## src/rtl/sxp_pkg.sv

```systemverilog
package sxp_pkg;

    localparam int CHAR_W    = 8;
    localparam int OVS       = 16;
    localparam int OVS_W     = $clog2(OVS);
    localparam int BIT_IDX_W = $clog2(CHAR_W);
    localparam int MID_TICK  = OVS / 2 - 1;

    localparam logic [CHAR_W-1:0] XON_CODE  = 8'h11;
    localparam logic [CHAR_W-1:0] XOFF_CODE = 8'h13;

    typedef enum logic [2:0] {
        TX_IDLE,
        TX_START,
        TX_DATA,
        TX_PARITY,
        TX_STOP1,
        TX_STOP2
    } tx_state_e;

    typedef enum logic [2:0] {
        RX_IDLE,
        RX_START,
        RX_DATA,
        RX_PARITY,
        RX_STOP
    } rx_state_e;

    typedef enum logic {
        FLOW_RUN,
        FLOW_HALT
    } flow_state_e;

    typedef struct packed {
        logic par_en;
        logic par_odd;
        logic two_stop;
    } frame_cfg_t;

endpackage

```

## src/rtl/sxp_baud.sv

```systemverilog
module sxp_baud #(
    parameter int DIV_W = 16
) (
    input  logic             clk,
    input  logic             rst_n,
    input  logic             clr,
    input  logic [DIV_W-1:0] div,
    output logic             tick
);

    logic [DIV_W-1:0] cnt;
    logic [DIV_W-1:0] reload;

    always_comb begin
        reload = (div == '0) ? '0 : div - 1'b1;
    end

    always_ff @(posedge clk) begin
        if (!rst_n) begin
            cnt <= '0;
        end else if (clr) begin
            cnt <= reload;
        end else if (cnt == '0) begin
            cnt <= reload;
        end else begin
            cnt <= cnt - 1'b1;
        end
    end

    always_comb begin
        tick = !clr && (cnt == '0);
    end

endmodule

```

## src/rtl/sxp_tx.sv

```systemverilog
module sxp_tx
    import sxp_pkg::*;
(
    input  logic              clk,
    input  logic              rst_n,
    input  logic              tick,
    input  logic              hold,
    input  frame_cfg_t        cfg,
    input  logic [CHAR_W-1:0] in_data,
    input  logic              in_valid,
    output logic              in_ready,
    output logic              accept,
    output logic              txd
);

    tx_state_e             st, st_n;
    logic [OVS_W-1:0]      sub;
    logic [BIT_IDX_W-1:0]  idx;
    logic [CHAR_W-1:0]     sh;
    logic                  par_en_q;
    logic                  two_stop_q;
    logic                  pbit;
    logic                  bit_end;

    always_comb begin
        bit_end = tick && (sub == OVS_W'(OVS - 1));
    end

    // next-state
    always_comb begin
        st_n = st;
        unique case (st)
            TX_IDLE:   if (accept)  st_n = TX_START;
            TX_START:  if (bit_end) st_n = TX_DATA;
            TX_DATA:   if (bit_end && idx == BIT_IDX_W'(CHAR_W - 1))
                           st_n = par_en_q ? TX_PARITY : TX_STOP1;
            TX_PARITY: if (bit_end) st_n = TX_STOP1;
            TX_STOP1:  if (bit_end) st_n = two_stop_q ? TX_STOP2 : TX_IDLE;
            TX_STOP2:  if (bit_end) st_n = TX_IDLE;
            default:   st_n = TX_IDLE;
        endcase
    end

    // state register and datapath
    always_ff @(posedge clk) begin
        if (!rst_n) begin
            st         <= TX_IDLE;
            sub        <= '0;
            idx        <= '0;
            sh         <= '0;
            par_en_q   <= 1'b0;
            two_stop_q <= 1'b0;
            pbit       <= 1'b0;
        end else begin
            st <= st_n;
            if (accept) begin
                sh         <= in_data;
                par_en_q   <= cfg.par_en;
                two_stop_q <= cfg.two_stop;
                pbit       <= (^in_data) ^ cfg.par_odd;
                sub        <= '0;
                idx        <= '0;
            end else if (st != TX_IDLE && tick) begin
                sub <= sub + 1'b1;
                if (bit_end && st == TX_DATA) begin
                    sh  <= sh >> 1;
                    idx <= idx + 1'b1;
                end
            end
        end
    end

    // outputs
    always_comb begin
        in_ready = (st == TX_IDLE) && !hold;
        accept   = in_ready && in_valid;
        unique case (st)
            TX_IDLE:   txd = 1'b1;
            TX_START:  txd = 1'b0;
            TX_DATA:   txd = sh[0];
            TX_PARITY: txd = pbit;
            TX_STOP1:  txd = 1'b1;
            TX_STOP2:  txd = 1'b1;
            default:   txd = 1'b1;
        endcase
    end

endmodule

```

## src/rtl/sxp_rx.sv

```systemverilog
module sxp_rx
    import sxp_pkg::*;
(
    input  logic              clk,
    input  logic              rst_n,
    input  logic              rxd,
    input  logic              tick,
    input  logic              par_en,
    input  logic              par_odd,
    output logic              start_det,
    output logic              done,
    output logic [CHAR_W-1:0] data,
    output logic              par_err,
    output logic              frm_err
);

    rx_state_e             st, st_n;
    logic [2:0]            sy;
    logic                  line;
    logic                  fall;
    logic [OVS_W-1:0]      sub;
    logic [BIT_IDX_W-1:0]  idx;
    logic [CHAR_W-1:0]     sh;
    logic                  pbad;
    logic                  mid_start;
    logic                  bit_end;
    logic                  done_q;
    logic [CHAR_W-1:0]     data_q;
    logic                  pe_q;
    logic                  fe_q;

    always_ff @(posedge clk) begin
        if (!rst_n) sy <= '1;
        else        sy <= {sy[1:0], rxd};
    end

    always_comb begin
        line      = sy[1];
        fall      = sy[2] && !sy[1];
        mid_start = tick && (sub == OVS_W'(MID_TICK));
        bit_end   = tick && (sub == OVS_W'(OVS - 1));
    end

    // next-state
    always_comb begin
        st_n = st;
        unique case (st)
            RX_IDLE:   if (fall)      st_n = RX_START;
            RX_START:  if (mid_start) st_n = line ? RX_IDLE : RX_DATA;
            RX_DATA:   if (bit_end && idx == BIT_IDX_W'(CHAR_W - 1))
                           st_n = par_en ? RX_PARITY : RX_STOP;
            RX_PARITY: if (bit_end)   st_n = RX_STOP;
            RX_STOP:   if (bit_end)   st_n = RX_IDLE;
            default:   st_n = RX_IDLE;
        endcase
    end

    // state register and datapath
    always_ff @(posedge clk) begin
        if (!rst_n) begin
            st     <= RX_IDLE;
            sub    <= '0;
            idx    <= '0;
            sh     <= '0;
            pbad   <= 1'b0;
            done_q <= 1'b0;
            data_q <= '0;
            pe_q   <= 1'b0;
            fe_q   <= 1'b0;
        end else begin
            st     <= st_n;
            done_q <= 1'b0;
            if (st == RX_IDLE) begin
                sub  <= '0;
                idx  <= '0;
                pbad <= 1'b0;
            end else if (tick) begin
                if (mid_start && st == RX_START) sub <= '0;
                else                             sub <= sub + 1'b1;
                if (bit_end) begin
                    unique case (st)
                        RX_DATA: begin
                            sh  <= {line, sh[CHAR_W-1:1]};
                            idx <= idx + 1'b1;
                        end
                        RX_PARITY: pbad <= ((^sh) ^ par_odd) != line;
                        RX_STOP: begin
                            done_q <= 1'b1;
                            data_q <= sh;
                            pe_q   <= pbad;
                            fe_q   <= !line;
                        end
                        default: ;
                    endcase
                end
            end
        end
    end

    // outputs
    always_comb begin
        start_det = (st == RX_IDLE) && fall;
        done      = done_q;
        data      = data_q;
        par_err   = pe_q;
        frm_err   = fe_q;
    end

endmodule

```

## src/rtl/sxp_flow.sv

```systemverilog
module sxp_flow
    import sxp_pkg::*;
(
    input  logic              clk,
    input  logic              rst_n,
    input  logic              en,
    input  logic              done,
    input  logic [CHAR_W-1:0] data,
    input  logic              par_err,
    input  logic              frm_err,
    output logic              paused,
    output logic              out_valid,
    output logic [CHAR_W-1:0] out_data,
    output logic              out_par_err,
    output logic              out_frm_err
);

    flow_state_e st, st_n;
    logic        clean;
    logic        is_ctl;
    logic        v_q, pe_q, fe_q;
    logic [CHAR_W-1:0] d_q;

    always_comb begin
        clean  = !par_err && !frm_err;
        is_ctl = en && done && clean && (data == XON_CODE || data == XOFF_CODE);
    end

    // next-state
    always_comb begin
        st_n = st;
        unique case (st)
            FLOW_RUN:  if (is_ctl && data == XOFF_CODE) st_n = FLOW_HALT;
            FLOW_HALT: if (is_ctl && data == XON_CODE)  st_n = FLOW_RUN;
            default:   st_n = FLOW_RUN;
        endcase
        if (!en) st_n = FLOW_RUN;
    end

    always_ff @(posedge clk) begin
        if (!rst_n) begin
            st   <= FLOW_RUN;
            v_q  <= 1'b0;
            pe_q <= 1'b0;
            fe_q <= 1'b0;
            d_q  <= '0;
        end else begin
            st   <= st_n;
            v_q  <= done && !is_ctl;
            pe_q <= done && !is_ctl && par_err;
            fe_q <= done && !is_ctl && frm_err;
            if (done) d_q <= data;
        end
    end

    // outputs
    always_comb begin
        paused      = (st == FLOW_HALT);
        out_valid   = v_q;
        out_data    = d_q;
        out_par_err = pe_q;
        out_frm_err = fe_q;
    end

endmodule

```

## src/rtl/serial_port_xflow.sv

```systemverilog
module serial_port_xflow
    import sxp_pkg::*;
#(
    parameter int DIV_W = 16
) (
    input  logic             clk,
    input  logic             rst_n,
    input  logic [DIV_W-1:0] cfg_div,
    input  logic             cfg_par_en,
    input  logic             cfg_par_odd,
    input  logic             cfg_two_stop,
    input  logic             cfg_xflow,
    input  logic [7:0]       tx_data,
    input  logic             tx_valid,
    output logic             tx_ready,
    output logic             txd,
    input  logic             rxd,
    output logic [7:0]       rx_data,
    output logic             rx_valid,
    output logic             rx_par_err,
    output logic             rx_frm_err,
    output logic             tx_paused
);

    localparam int LANES   = 2;
    localparam int TX_LANE = 0;
    localparam int RX_LANE = 1;

    logic [LANES-1:0] lane_clr;
    logic [LANES-1:0] lane_tick;
    frame_cfg_t       fcfg;
    logic             tx_accept;
    logic             rx_start;
    logic             rx_done;
    logic [CHAR_W-1:0] rx_raw;
    logic             rx_pe_raw;
    logic             rx_fe_raw;
    logic             halt;

    always_comb begin
        fcfg.par_en   = cfg_par_en;
        fcfg.par_odd  = cfg_par_odd;
        fcfg.two_stop = cfg_two_stop;
        lane_clr[TX_LANE] = tx_accept;
        lane_clr[RX_LANE] = rx_start;
    end

    for (genvar g = 0; g < LANES; g++) begin : g_lane
        sxp_baud #(.DIV_W(DIV_W)) u_baud (
            .clk   (clk),
            .rst_n (rst_n),
            .clr   (lane_clr[g]),
            .div   (cfg_div),
            .tick  (lane_tick[g])
        );
    end

    sxp_tx u_tx (
        .clk      (clk),
        .rst_n    (rst_n),
        .tick     (lane_tick[TX_LANE]),
        .hold     (halt),
        .cfg      (fcfg),
        .in_data  (tx_data),
        .in_valid (tx_valid),
        .in_ready (tx_ready),
        .accept   (tx_accept),
        .txd      (txd)
    );

    sxp_rx u_rx (
        .clk       (clk),
        .rst_n     (rst_n),
        .rxd       (rxd),
        .tick      (lane_tick[RX_LANE]),
        .par_en    (cfg_par_en),
        .par_odd   (cfg_par_odd),
        .start_det (rx_start),
        .done      (rx_done),
        .data      (rx_raw),
        .par_err   (rx_pe_raw),
        .frm_err   (rx_fe_raw)
    );

    sxp_flow u_flow (
        .clk         (clk),
        .rst_n       (rst_n),
        .en          (cfg_xflow),
        .done        (rx_done),
        .data        (rx_raw),
        .par_err     (rx_pe_raw),
        .frm_err     (rx_fe_raw),
        .paused      (halt),
        .out_valid   (rx_valid),
        .out_data    (rx_data),
        .out_par_err (rx_par_err),
        .out_frm_err (rx_frm_err)
    );

    always_comb begin
        tx_paused = halt;
    end

endmodule

```

## config.mk

```make
export PLATFORM = sky130hd
export DESIGN_NAME = serial_port_xflow
export DESIGN_NICKNAME = d
export VERILOG_FILES = /design/src/rtl/sxp_pkg.sv /design/src/rtl/sxp_baud.sv /design/src/rtl/sxp_tx.sv /design/src/rtl/sxp_rx.sv /design/src/rtl/sxp_flow.sv /design/src/rtl/serial_port_xflow.sv
export SDC_FILE = /design/constraint.sdc
export NUM_CORES = 1
export LEC_CHECK = 0
export BUFFER_PORTS_ARGS = -buffer_cell sky130_fd_sc_hd__clkbuf_2
export CORE_MARGIN = 4
export CORE_UTILIZATION = 50
export DETAILED_ROUTE_END_ITERATION = 12
export GPL_TIMING_DRIVEN = 0
export PLACE_DENSITY = 0.65
export REMOVE_ABC_BUFFERS = 1
export SLEW_MARGIN = 10
export SYNTH_ARGS = -nofsm -noshare
export SYNTH_HDL_FRONTEND = slang
export SYNTH_SLANG_ARGS = --single-unit
```

## constraint.sdc

```tcl
create_clock -name clk -period 2.72 [get_ports clk]
set_input_delay 0.544 -clock clk [delete_from_list [all_inputs] [get_ports clk]]
set_output_delay 0.544 -clock clk [all_outputs]
set_load 0.01 [all_outputs]
```

==> flow_summary.json <==
{
  "die_w_um": 109.7,
  "clk_path_buf_depth": 2,
  "synth_compound_area_share_pct": 16.09,
  "via_per_inst": 5.816,
  "path_class": "reg2reg",
  "avgRoutedWirePerCell_um": 15.34,
  "antenna_cells": 0,
  "ys.flop_type": "dfxtp_1",
  "overflow": 0,
  "end_kind": "flip-flop",
  "die_area_um2": 12030,
  "syn_avg_cell_area_um2": 8.822,
  "irDropWorstVdd_v": 0.0004505,
  "max_freq_mhz": 402.3,
  "hold-path-cell-count": 2,
  "crit_fanout": 10,
  "place.gp.congestion": 0.8670,
  "swShare_pct": 36.83,
  "rr_worst_depth": 6,
  "min_from": "rxd",
  "seq_power_share_pct": 46.1,
  "netlist_instances": 586,
  "required_ns": 2.96,
  "grt_max_degree": 49,
  "clockRootBuffer": "clkbuf_8",
  "hold_class": "in2reg",
  "dr.pass1.iters": 5,
  "grt_pass1_wl_um": 19180,
  "power.switching_mw": 1.464,
  "critPathArrivalTime_ns": 2.73,
  "nets": 660,
  "p_total_mw": 3.976,
  "hold_path_end": "u_rx.sy[0]",
  "rsz0062_at_grt": "false",
  "synthArstFlopShare_pct": 0,
  "synth_top_family_by_area": "simple AND/OR/NAND/NOR gates",
  "io_pins": 46,
  "num_rows": 36,
  "setup_viol": 0,
  "clk_latency_ns": 0.37,
  "wl_um": 11580,
  "cts-buffers-inserted": 9,
  "fin_crit_sh_pct": 91.38,
  "cts_htree_levels": 3,
  "start_util_pct": 52.17,
  "synthesis.area_um2": 5170,
  "status": "completed",
  "hold_buffers": 0,
  "portBuffers": 45,
  "grt_usage_pct": 19.83,
  "worstSetupStartpointType": "flip-flop",
  "drc_errors": 0,
  "die_y_um": 109.7,
  "cap_violations": 0,
  "combPwrFrac_pct": 31.4,
  "drt_iter0_drc": 283,
  "synth-simple-area-share_pct": 22.87,
  "synthAdderAreaFrac_pct": 2.662,
  "ant_nets": 0,
  "p_clk_share_pct": 22.5,
  "yosysUniqueCellTypes": 66,
  "slew_violations": 0,
  "clkTransAtPathRegs_ns": 0.10,
  "power.leakage_nw": 2.184,
  "synth-seq-area-share_pct": 37.95,
  "power_density_nw_per_um2": 696.1,
  "most-common-layout-cells": "dfxtp_1 (98), nor2_1 (77), mux2i_1 (46)",
  "finish.instance_area_um2": 5712,
  "antenna_found_initial": 0,
  "worstReg2RegEnd": "u_tx.sh[5]",
  "rr_startpoint": "g_lane[0].u_baud.cnt[6]",
  "worst_pin_slew_ns": 1.032,
  "area_growth_syn_to_layout_pct": 10.48,
  "synth_xor_area_share_pct": 7.720,
  "dp.final_hpwl_um": 8334,
  "drive_gt1_share_pct": 14.31,
  "synth_edf_count": 0,
  "intPower_mw": 2.512,
  "cts.sinks": 98,
  "core_um2": 9910,
  "relSlewSlack_pct": 31.22,
  "mostFrequentLayoutCell": "dfxtp_1",
  "worst-r2r-setup-slack_ns": 0.23,
  "clock_skew_ns": 0.01291,
  "cts_tree": "built",
  "grt_pass1_vias": 4150,
  "ys_seq_elements": 98,
  "fin_crit_ns": 2.486,
  "placed_cell_area_um2": 5497,
  "synth.area.mux_share_pct": 9.342,
  "via_count": 4391,
  "hold_viol_final": 0,
  "ys_warn_count": 0
}
## synthesized netlist by cell type (3+ instances only)
library cell   n  share of area (%)
dfxtp_1       98                 38
nor2_1        77                5.6
mux2i_1       46                8.9
nand2_1       45                3.3
xnor2_1       35                5.9
o21ai_0       27                2.6
a21oi_1       26                2.5
clkbuf_1      19                1.4
nor3_1        17                1.6
nand3_1       15                1.5
inv_1         14                1.0
ha_1          11                2.7
o211a_1       11                2.1
nor4_1         8               0.97
xor2_1         8                1.4
nand4_1        7               0.85
o21a_1         7                1.0
or4_1          7                1.0
a211oi_1       6               0.87
o31ai_1        6               0.87
buf_1          5               0.36
nand2b_1       5               0.61
nor2b_1        5               0.61
nor3b_1        5               0.73
o211ai_1       5               0.73
and3_1         4               0.48
a31o_2         3               0.51
a31oi_1        3               0.36
buf_4          3               0.44
nor4_2         3               0.73
nor4_4         3                1.2
nor4b_1        3               0.51
o311a_1        3               0.58
o31a_1         3               0.51
or3_1          3               0.36
## sequential cells by signal, indices dropped and copies added, names as in the netlist, 4 cells and up
register           cells
u_rx.sh                8
u_rx.sub               4
g_lane.u_baud.cnt     32
u_tx.sub               4
u_flow.out_data        8
u_rx.data              8
u_tx.sh                8
## stage by stage
step                      hold slack (ns)  setup TNS, ns  util, %  setup WS (ns)  std cells
after global placement             0.3898         -18.23    54.94        -0.5655        736
after CTS                          0.3424              0    57.35        0.01555        754
final                              0.3576              0    57.64         0.2344        755
after detailed placement           0.4016        -0.2949    55.47        -0.1485        738
after floorplan                    0.3863              0        -        0.09052        558
after global routing               0.3392              0    57.64        0.01033        755
## worst max path at each step
stage | depth (start not counted) | start | to
after floorplan | 7 | g_lane[0].u_baud.cnt[0] | u_tx.sh[0]
after global placement | 4 | rst_n | u_rx.st[1]
after detailed placement | 4 | rst_n | u_rx.st[1]
after CTS | 6 | g_lane[0].u_baud.cnt[6] | u_tx.sh[6]
after global routing | 6 | g_lane[0].u_baud.cnt[6] | u_tx.sh[5]
final | 6 | g_lane[0].u_baud.cnt[6] | u_tx.sh[5]
## power by group through the flow
| stage | Combinational (mW) | Sequential (mW) | Clock (mW) |
|---|---|---|---|
| after CTS | 1.25 | 1.83 | 0.922 |
| final | 1.25 | 1.83 | 0.894 |
| after global routing | 1.40 | 1.86 | 0.978 |
| after global placement | 1.19 | 1.85 | 0 |
| after floorplan | 0.968 | 1.81 | 0 |
| after detailed placement | 1.24 | 1.86 | 0 |
## per-layer routing
| metal | track usage [%] | vias to the layer above | part of all wire, % |
|---|---|---|---|
| met4 | 7.124 | 0 | 1.3 |
| met3 | 2.525 | 11 | 4.1 |
| met5 | 0 | - | 0 |
| li1 | - | 2188 | - |
| met1 | 25.73 | 2088 | 48 |
| met2 | 33.78 | 104 | 47 |
## layout make-up
| cell class | instances | area (µm²) |
|---|---|---|
| clock buffer | 9 | 123.9 |
| clock inverter | 7 | 60.06 |
| fill | 929 | 4198 |
| inverter | 15 | 56.30 |
| multi-input combinational | 445 | 3079 |
| sequential | 98 | 1962 |
| tap | 133 | 166.4 |
| timing repair buffer | 48 | 264.0 |
## critical path, cell delays in order, from the launching register on
cell and delay, ns:
dfxtp_1 0.36, nor4_1 0.55, nand4_2 0.44, nor3_4 0.50, buf_4 0.24, mux2i_1 0.19
a21oi_1 0.08
## kinds of logic (layout without fill, tap and decap cells)
kind of cell,Yosys count,count (layout)
AOI/OAI and AO/OA,120,120
xor gates and xnor gates,44,44
adders and majority gates,11,11
buffers and inverters,43,79
DFF,98,98
muxes,48,48
and+or+nand+nor,222,222
## timing repair
item | CTS | global route
buffers inserted | 0 | 1
setup endpoints to repair | 5 | 29
gates resized for setup | 1 | 2
pin swaps | 0 | 1
Power figures use the tool's default switching activity.
